[config.mk]
export PLATFORM = sky130hd
export DESIGN_NAME = idle_victim_sel
export DESIGN_NICKNAME = d
export VERILOG_FILES = /design/src/rtl/aging_pkg.sv /design/src/rtl/age_slot.sv /design/src/rtl/age_argmax.sv /design/src/rtl/age_result_reg.sv /design/src/rtl/idle_victim_sel.sv
export SDC_FILE = /design/constraint.sdc
export NUM_CORES = 1
export LEC_CHECK = 0
export BUFFER_PORTS_ARGS = -buffer_cell sky130_fd_sc_hd__buf_2
export CAP_MARGIN = 25
export CORE_MARGIN = 1
export CORE_UTILIZATION = 57
export DETAILED_ROUTE_END_ITERATION = 6
export HOLD_SLACK_MARGIN = 0.06
export PLACE_DENSITY = 0.78
export SYNTH_ARGS = -nofsm -noshare
export SYNTH_HDL_FRONTEND = slang
export SYNTH_HIERARCHICAL = 1
export SYNTH_SLANG_ARGS = --single-unit
[constraint.sdc]
create_clock -name clk -period 11.29 [get_ports clk]
set_input_delay 1.129 -clock clk [delete_from_list [all_inputs] [get_ports clk]]
set_output_delay 1.129 -clock clk [all_outputs]
set_load 0.01 [all_outputs]
[src/rtl/aging_pkg.sv]
// Package: shared defaults and the per-slot tick action encoding.
// Assumes: consumers size their own vectors from N_SLOTS and CNT_W.
package aging_pkg;

    parameter int unsigned AGE_SLOTS_DEF = 8;
    parameter int unsigned AGE_CNTW_DEF  = 4;

    // What a slot counter does in the current cycle
    typedef enum logic [1:0] {
        ACT_HOLD  = 2'd0,
        ACT_INC   = 2'd1,
        ACT_CLEAR = 2'd2,
        ACT_SAT   = 2'd3
    } age_act_e;

endpackage

[src/rtl/age_slot.sv]
// Module: age_slot
// One tracked slot: a reference flag plus a saturating idle-interval
// counter. On a tick the counter is cleared if the flag was set, or
// incremented (saturating) if it was clear. The flag then takes the
// value of the same-cycle reference.
// Assumes: hit and tick are synchronous single-cycle strobes.
module age_slot
    import aging_pkg::*;
#(
    parameter int unsigned CNT_W = AGE_CNTW_DEF
) (
    input  logic             clk,
    input  logic             rst_n,
    input  logic             hit,
    input  logic             tick,
    output logic             ref_bit,
    output logic [CNT_W-1:0] cnt
);

    localparam logic [CNT_W-1:0] MAXV = {CNT_W{1'b1}};

    logic [CNT_W-1:0] cnt_q;
    logic             ref_q;
    age_act_e         act;

    // Decide the counter action from the tick and the held flag
    always_comb begin
        act = ACT_HOLD;
        if (tick) begin
            if (ref_q)               act = ACT_CLEAR;
            else if (cnt_q == MAXV)  act = ACT_SAT;
            else                     act = ACT_INC;
        end
    end

    // Counter and reference flag registers
    always_ff @(posedge clk) begin
        if (!rst_n) begin
            cnt_q <= '0;
            ref_q <= 1'b0;
        end else begin
            case (act)
                ACT_INC:   cnt_q <= cnt_q + 1'b1;
                ACT_CLEAR: cnt_q <= '0;
                default:   cnt_q <= cnt_q;
            endcase
            if (tick)     ref_q <= hit;
            else if (hit) ref_q <= 1'b1;
        end
    end

    assign cnt     = cnt_q;
    assign ref_bit = ref_q;

    AST_CLEAR_ON_USE: assert property (@(posedge clk) disable iff (!rst_n)
        (tick && ref_q) |=> (cnt_q == '0));
    AST_AGE_STEP: assert property (@(posedge clk) disable iff (!rst_n)
        (tick && !ref_q && cnt_q != MAXV) |=> (cnt_q == $past(cnt_q) + 1'b1));
    AST_SATURATE: assert property (@(posedge clk) disable iff (!rst_n)
        (tick && !ref_q && cnt_q == MAXV) |=> (cnt_q == MAXV));
    AST_STILL_WITHOUT_TICK: assert property (@(posedge clk) disable iff (!rst_n)
        !tick |=> $stable(cnt_q));
    AST_REF_CAPTURE: assert property (@(posedge clk) disable iff (!rst_n)
        hit |=> ref_q);
    AST_REF_DROP: assert property (@(posedge clk) disable iff (!rst_n)
        (tick && !hit) |=> !ref_q);

endmodule

[src/rtl/age_argmax.sv]
// Module: age_argmax
// Combinational search for the valid slot with the largest counter.
// A strictly-greater compare in ascending index order makes the lowest
// index win among equal counters.
// Assumes: cnt_flat packs slot i at bits [i*CNT_W +: CNT_W].
module age_argmax #(
    parameter int unsigned N_SLOTS = 8,
    parameter int unsigned CNT_W   = 4,
    parameter int unsigned IDX_W   = 3
) (
    input  logic [N_SLOTS*CNT_W-1:0] cnt_flat,
    input  logic [N_SLOTS-1:0]       valid,
    output logic [IDX_W-1:0]         best_idx,
    output logic                     any_valid
);

    logic [CNT_W-1:0] best_cnt;

    // Linear scan keeping the running winner
    always_comb begin
        best_idx  = '0;
        best_cnt  = '0;
        any_valid = 1'b0;
        for (int i = 0; i < N_SLOTS; i++) begin
            if (valid[i] && (!any_valid || cnt_flat[i*CNT_W +: CNT_W] > best_cnt)) begin
                best_idx  = IDX_W'(i);
                best_cnt  = cnt_flat[i*CNT_W +: CNT_W];
                any_valid = 1'b1;
            end
        end
    end

endmodule

[src/rtl/age_result_reg.sv]
// Module: age_result_reg
// Captures the search result on a request and holds it otherwise.
// Assumes: idx_in is 0 whenever any_in is 0.
module age_result_reg #(
    parameter int unsigned IDX_W = 3
) (
    input  logic             clk,
    input  logic             rst_n,
    input  logic             req,
    input  logic [IDX_W-1:0] idx_in,
    input  logic             any_in,
    output logic [IDX_W-1:0] idx_q,
    output logic             vld_q
);

    // Load the result on request, hold it otherwise
    always_ff @(posedge clk) begin
        if (!rst_n) begin
            idx_q <= '0;
            vld_q <= 1'b0;
        end else if (req) begin
            idx_q <= idx_in;
            vld_q <= any_in;
        end
    end

    AST_HOLD_IDLE: assert property (@(posedge clk) disable iff (!rst_n)
        !req |=> ($stable(idx_q) && $stable(vld_q)));

endmodule

[src/rtl/idle_victim_sel.sv]
// Module: idle_victim_sel (top)
// Tracks idle intervals for N_SLOTS frame slots and nominates the valid
// slot idle longest. Reference decode, per-slot trackers, the search
// and the result register are split into separate pieces.
// Assumes: ref_slot < N_SLOTS when ref_strobe is high; tick comes from
// an external interval timer.
module idle_victim_sel
    import aging_pkg::*;
#(
    parameter int unsigned N_SLOTS = AGE_SLOTS_DEF,
    parameter int unsigned CNT_W   = AGE_CNTW_DEF,
    parameter int unsigned IDX_W   = (N_SLOTS > 1) ? $clog2(N_SLOTS) : 1
) (
    input  logic               clk,
    input  logic               rst_n,
    input  logic               ref_strobe,
    input  logic [IDX_W-1:0]   ref_slot,
    input  logic               tick,
    input  logic [N_SLOTS-1:0] slot_valid,
    input  logic               vict_req,
    output logic [IDX_W-1:0]   vict_idx,
    output logic               vict_valid
);

    localparam int unsigned FLAT_W = N_SLOTS * CNT_W;

    logic [N_SLOTS-1:0] hit;
    logic [N_SLOTS-1:0] ref_bits;
    logic [FLAT_W-1:0]  cnt_flat;
    logic [IDX_W-1:0]   pick_idx;
    logic               pick_any;

    // One tracker per slot, each with its own reference decode
    for (genvar g = 0; g < N_SLOTS; g++) begin : g_slot
        assign hit[g] = ref_strobe && (ref_slot == IDX_W'(g));

        age_slot #(.CNT_W(CNT_W)) u_slot (
            .clk     (clk),
            .rst_n   (rst_n),
            .hit     (hit[g]),
            .tick    (tick),
            .ref_bit (ref_bits[g]),
            .cnt     (cnt_flat[g*CNT_W +: CNT_W])
        );
    end

    age_argmax #(.N_SLOTS(N_SLOTS), .CNT_W(CNT_W), .IDX_W(IDX_W)) u_search (
        .cnt_flat  (cnt_flat),
        .valid     (slot_valid),
        .best_idx  (pick_idx),
        .any_valid (pick_any)
    );

    age_result_reg #(.IDX_W(IDX_W)) u_result (
        .clk    (clk),
        .rst_n  (rst_n),
        .req    (vict_req),
        .idx_in (pick_idx),
        .any_in (pick_any),
        .idx_q  (vict_idx),
        .vld_q  (vict_valid)
    );

    AST_EMPTY_MASK: assert property (@(posedge clk) disable iff (!rst_n)
        (vict_req && slot_valid == '0) |=> (!vict_valid && vict_idx == '0));
    AST_FOUND_WHEN_VALID: assert property (@(posedge clk) disable iff (!rst_n)
        (vict_req && slot_valid != '0) |=> vict_valid);
    AST_SINGLE_REF: assert property (@(posedge clk) disable iff (!rst_n)
        $onehot0(hit));

endmodule

Word level (Yosys, flattened, before mapping)
Cells that the tools add are included.
{"block": "word_totals", "in_bits": 16, "out_inout_bits": 4, "register_bits": 44, "word_cells": 180}
{"block": "classes", "addsub": 8, "eq_ne": 31, "n_mux": 70, "n_lt_le_gt_ge": 7, "n_reduce_logical": 46}
{"cell": "$pmux 4 s2", "n": 8}
{"cell": "$mux 2", "n": 26}
{"cell": "$add 4x1->4 const B", "n": 8}
{"cell": "$eq 4x4->1 const B", "n": 8}
{"cell": "$reduce_bool 2->1", "n": 16}
{"cell": "$gt 4x4->1", "n": 7}
{"cell": "$mux 4", "n": 7}
{"cell": "$mux 1", "n": 25}
{"cell": "$eq 2x1->1 const B", "n": 8}
{"cell": "$eq 2x2->1 const B", "n": 8}
{"cell": "$logic_and 1x1->1", "n": 15}
{"cell": "$eq 3x3->1 const B", "n": 4}
{"cell": "$mux 3", "n": 4}
{"cell": "$logic_not 1->1", "n": 7}
{"cell": "$logic_or 1x1->1", "n": 7}
{"cell": "$eq 3x2->1 const B", "n": 2}
{"cell": "$eq 3x1->1 const B", "n": 1}
{"cell": "$logic_not 3->1", "n": 1}

Logic depth before layout (Yosys ltp)
{"block": "depth", "ltp_word": 29, "mapped_depth": 50, "ltp_nobuf": 47}

Modules after synthesis
The synthesis kept the hierarchy.
{"mod": "age_slot", "area_per_inst_um2": 276.5, "cells_each": 30, "seq_area_each_um2": 100.1, "instances": 8}
{"mod": "age_argmax", "area_per_inst_um2": 1476.4, "cells_each": 189, "seq_area_each_um2": 0.0, "instances": 1}
{"mod": "age_result_reg", "area_per_inst_um2": 156.4, "cells_each": 13, "seq_area_each_um2": 80.1, "instances": 1}
{"mod": "idle_victim_sel", "area_per_inst_um2": 96.3, "cells_each": 8, "seq_area_each_um2": 0.0, "instances": 1}

Least setup slack after synthesis
Ideal clock, no wire load.
{"block": "synth_timing", "path_type": "in2reg", "from": "input slot_valid[0]", "to": "register u_result.idx_q[0]", "setup_slack_ns": 1.248, "setup_ns": 0.116, "required_ns": 11.174, "arrival_ns": 9.926, "cell_stages": 50, "n_path_buf": 4, "cell_sequence": "buf_6 > nand2_1 > ha_1 > nand2_1 > and3b_1 > buf_2 > a211oi_2 > nor2_1 > ha_1 > a21o_1 > nor2_2 > a21oi_2 > o31ai_4 > ha_1 > nor2b_1 > o41ai_2 > o21ai_1 > buf_2 > [... 14 more ...] > o211ai_2 > o21ai_1 > ha_1 > nor2b_1 > o21a_1 > o21ai_0 > a21oi_1 > a21oi_1 > a2bb2oi_2 > ha_1 > nor2b_1 > o21a_1 > o21a_1 > o21a_1 > o21ai_1 > a21bo_1 > mux2i_1 > nor2b_1"}
{"block": "synth_between", "elab_chain_cells": 29, "word_cells_on_any_way": 49, "classes_between": "order compare: 7; mux: 21; reduce/logical: 21"}
{"item": "from (decl)", "line_no": "idle_victim_sel.sv:19", "source": "input logic [N_SLOTS-1:0] slot_valid,"}
{"item": "$mux 4 or $mux 1 (tied branches)", "line_no": "age_argmax.sv:25", "source": "if (valid[i] && (!any_valid || cnt_flat[i*CNT_W +: CNT_W] > best_cnt)) begin"}
{"item": "$gt 4x4->1 or $logic_not 1->1 (tied branches)", "line_no": "age_argmax.sv:25"}
{"item": "$logic_or 1x1->1", "line_no": "age_argmax.sv:25"}
{"item": "$logic_and 1x1->1", "line_no": "age_argmax.sv:25"}
{"item": "$mux 4 or $mux 1 (tied branches)", "line_no": "age_argmax.sv:25"}
{"item": "$gt 4x4->1 or $logic_not 1->1 (tied branches)", "line_no": "age_argmax.sv:25"}
{"item": "$logic_or 1x1->1", "line_no": "age_argmax.sv:25"}
{"item": "$logic_and 1x1->1", "line_no": "age_argmax.sv:25"}
{"item": "[... 14 more ...]"}
{"item": "$logic_or 1x1->1", "line_no": "age_argmax.sv:25"}
{"item": "$logic_and 1x1->1", "line_no": "age_argmax.sv:25"}
{"item": "$mux 4 or $mux 1 (tied branches)", "line_no": "age_argmax.sv:25"}
{"item": "$gt 4x4->1 or $logic_not 1->1 (tied branches)", "line_no": "age_argmax.sv:25"}
{"item": "$logic_or 1x1->1", "line_no": "age_argmax.sv:25"}
{"item": "$logic_and 1x1->1", "line_no": "age_argmax.sv:25"}
{"item": "$mux 3 *", "line_no": "age_argmax.sv:25"}
{"item": "via pick_idx[0]", "line_no": "idle_victim_sel.sv:30", "source": "logic [IDX_W-1:0] pick_idx;"}
{"item": "to (signal assigned)", "line_no": "age_result_reg.sv:22", "source": "idx_q <= idx_in;"}
{"item": "to (decl)", "line_no": "age_result_reg.sv:12", "source": "output logic [IDX_W-1:0] idx_q,"}
The timed path passes the listed nets; every way through them passes the cells marked *.
A chain may end at the register's enable or synchronous reset.

Worst setup path in the final report
Ends and elaborated chain as after synthesis.

==> results.cfg <==
[status]
status = finished, final reports clean

[setup_path]
end_kind = register
crit_arrival_ns = 10.99
cp_data_required_time_ns = 11.49
critPathTopFamily = compound AO/OA/AOI/OAI gates
cp-start-kind = input pin
cp_num_buf_inv = 1
crit_slowest_cell = or3b_1
cp_common_cell = ha_1
max_stage_delay_ns = 0.48
crit_type = input pin to register
critPathMaxFanout = 13

[yosys]
synthesis.area_sq_um = 3941
synthXorXnorAreaFrac = 0
synth_cell_types = 67
synth_edf_count = 0
synthFlopType = dfxtp_1
synth-compound-area-share = 0.2902
syn-num-nets = 502
yosysSeqAreaShare = 0.2235
ys_ff_latch = 44
muxShareOfSynthArea = 0.01302
synthCells = 450
yosys.area_share.simple = 0.3146
yosys_warnings = 6
synth.avg_cell_area_sq_um = 8.758
synth_top_family_by_area = simple AND/OR/NAND/NOR gates
synthArstFlopShare = 0
synthAdderAreaFrac = 0.1143

[detailed_routing]
routed_wl_um = 9062
vias_per_cell = 6.610
ant_nets = 0
firstDrtPassIters = 5
vias = 3609
route.detailed.drc = 0
drt_iter0_markers = 254
routedWlPerCell_um = 16.60

[timing]
finalHoldViolations = 0
drv_slew = 0
tns_ns = 0
finalSetupViolCount = 0
fin_skew_ns = 0.003621
tightest_slew_ns = 0.8149
max_freq_mhz = 92.69
fin_crit_ns = 10.79
period_share = 0.9556
slew_headroom = 0.4567
hold_ws_ns = 0.5271

[floorplan]
fp.dieH_um = 85.16
fp.coreArea_sq_um = 6495
rows = 29
initial_core_util = 0.6068
dieArea_sq_um = 7251
pin_count = 20
die_w_um = 85.16

[place]
hpwlAfterDp_um = 6410
placed_area_sq_um = 4048
io_buffers = 19
routabilityCongestion = 0.8857

[clock_network]
cts.reportedPaths.clkPinSlew_ns = 0.08
htreeDepth = 2
cts-root-buf = clkbuf_8
cts_buffers = 5
cts.sinks = 44
cts_buffer_depth = 2
cts_tree = yes
clk_latency_ns = 0.30

[layout]
mostFrequentLayoutCell = dfxtp_1
drive_gt1_frac = 0.1620
final_cell_area_sq_um = 4198
layout_common_cells = 44 x dfxtp_1, 36 x nand2_1, 36 x ha_1, 35 x nor2b_1
insertedDiodeCount = 0
filler_cell_count = 541
area_growth_pct = 6.508
layout.nets = 520

[global_routing]
first_global_vias = 3255
overflow = 0
grt_max_degree = 81
grt_pass1_wl_um = 14990
antenna_found_initial = 0
grt_use_total = 0.2515

[flow_run]
maxCapViolations = 0

[pwr]
power.static_leakage_nw = 1.693
ir_drop_mv = 0.05719
p_per_area_nw_per_um2 = 127.1
p_total_mw = 0.5334

[min_path]
hold_path.class = register to register
-- routing by layer --
layer | vias to the layer above | global-route usage | part of all wire
met5 | - | 0 | 0
met4 | 0 | 0.07396 | 0.022
met3 | 24 | 0.03016 | 0.047
met2 | 119 | 0.4260 | 0.47
met1 | 1687 | 0.3359 | 0.46
li1 | 1779 | - | -
-- worst reg2reg max path: cells and delay by family (launching register included) --
kind,cells,cell delay (ns)
mux,1,0.15
simple gates,13,2.12
compound gates,25,5.18
fa+ha+maj,7,2.20
flops,1,0.45
-- cell families (layout without fill, tap and decap cells) --
kind of cell,count (synthesis),in the layout
simple gates,192,192
compound gates,139,139
mux,5,5
fa+ha+maj,36,36
buf+inv,34,53
flops,44,44
-- Yosys cell counts (9+ instances only) --
cell type / instances / area [sq um]
a211oi_1: 11 / 82.58
a21oi_1: 18 / 90.09
and3b_1: 17 / 148.9
dfxtp_1: 44 / 880.8
ha_1: 36 / 450.4
inv_1: 19 / 71.32
nand2_1: 36 / 135.1
nand3_1: 17 / 85.08
nor2_1: 12 / 45.04
nor2b_1: 35 / 219.0
nor3_1: 16 / 80.08
nor3b_1: 17 / 127.6
nor4b_2: 9 / 135.1
o21a_1: 17 / 127.6
o21ai_0: 11 / 55.05
o31a_1: 16 / 140.1
-- through the flow --
step	std cells	setup WS (ns)	util
6_report	546	0.5010	0.6463
4_1_cts	542	0.1873	0.6376
5_1_grt	546	-0.1297	0.6463
2_1_floorplan	450	1.248	-
3_3_place_gp	534	0.3492	0.6232
3_5_place_dp	534	-0.06633	0.6232
-- state kept, by name, summed over array words and instances (netlist names) --
register / flops
g_slot.u_slot/cnt: 32
u_result/vld_q: 1
g_slot.u_slot/ref_bit: 8
u_result/idx_q: 3
-- repair_timing --
item / CTS / global route
resized for setup: 0 / 5
endpoints found under the setup margin: 0 / 3
hold buffers: 0 / 0
buffers inserted: 0 / 4
-- power breakdown --
| part | internal (mW) | switching [mW] |
|---|---|---|
| sequential | 0.165 | 0.0126 |
| clock | 0.0498 | 0.0570 |
| combinational | 0.114 | 0.135 |
-- final cells by class --
cell class                 count  area (sq um)  share of cell area
clock buffer                   7         86.33             0.02057
multi-input combinational    372          2912              0.6936
clock inverter                 1         7.507            0.001788
tap                           77         96.34             0.02295
sequential                    44         880.8              0.2098
inverter                      20         75.07             0.01788
timing repair buffer          25         140.1             0.03338
-- final timing paths --
check | from | endpoint | slack, ns | cells after the start
worst max-delay path | slot_valid[0] | u_result/idx_q[0]$_SDFFE_PN0P_ | 0.50 | 47
worst min-delay path | u_result/vld_q$_SDFFE_PN0P_ | u_result/vld_q$_SDFFE_PN0P_ | 0.53 | 2
worst min register to register | u_result/vld_q$_SDFFE_PN0P_ | u_result/vld_q$_SDFFE_PN0P_ | 0.53 | 2
worst max register to register | g_slot[0].u_slot/cnt[3]$_SDFFE_PN0P_ | u_result/idx_q[0]$_SDFFE_PN0P_ | 1.12 | 46
Power figures use the tool's default switching activity.
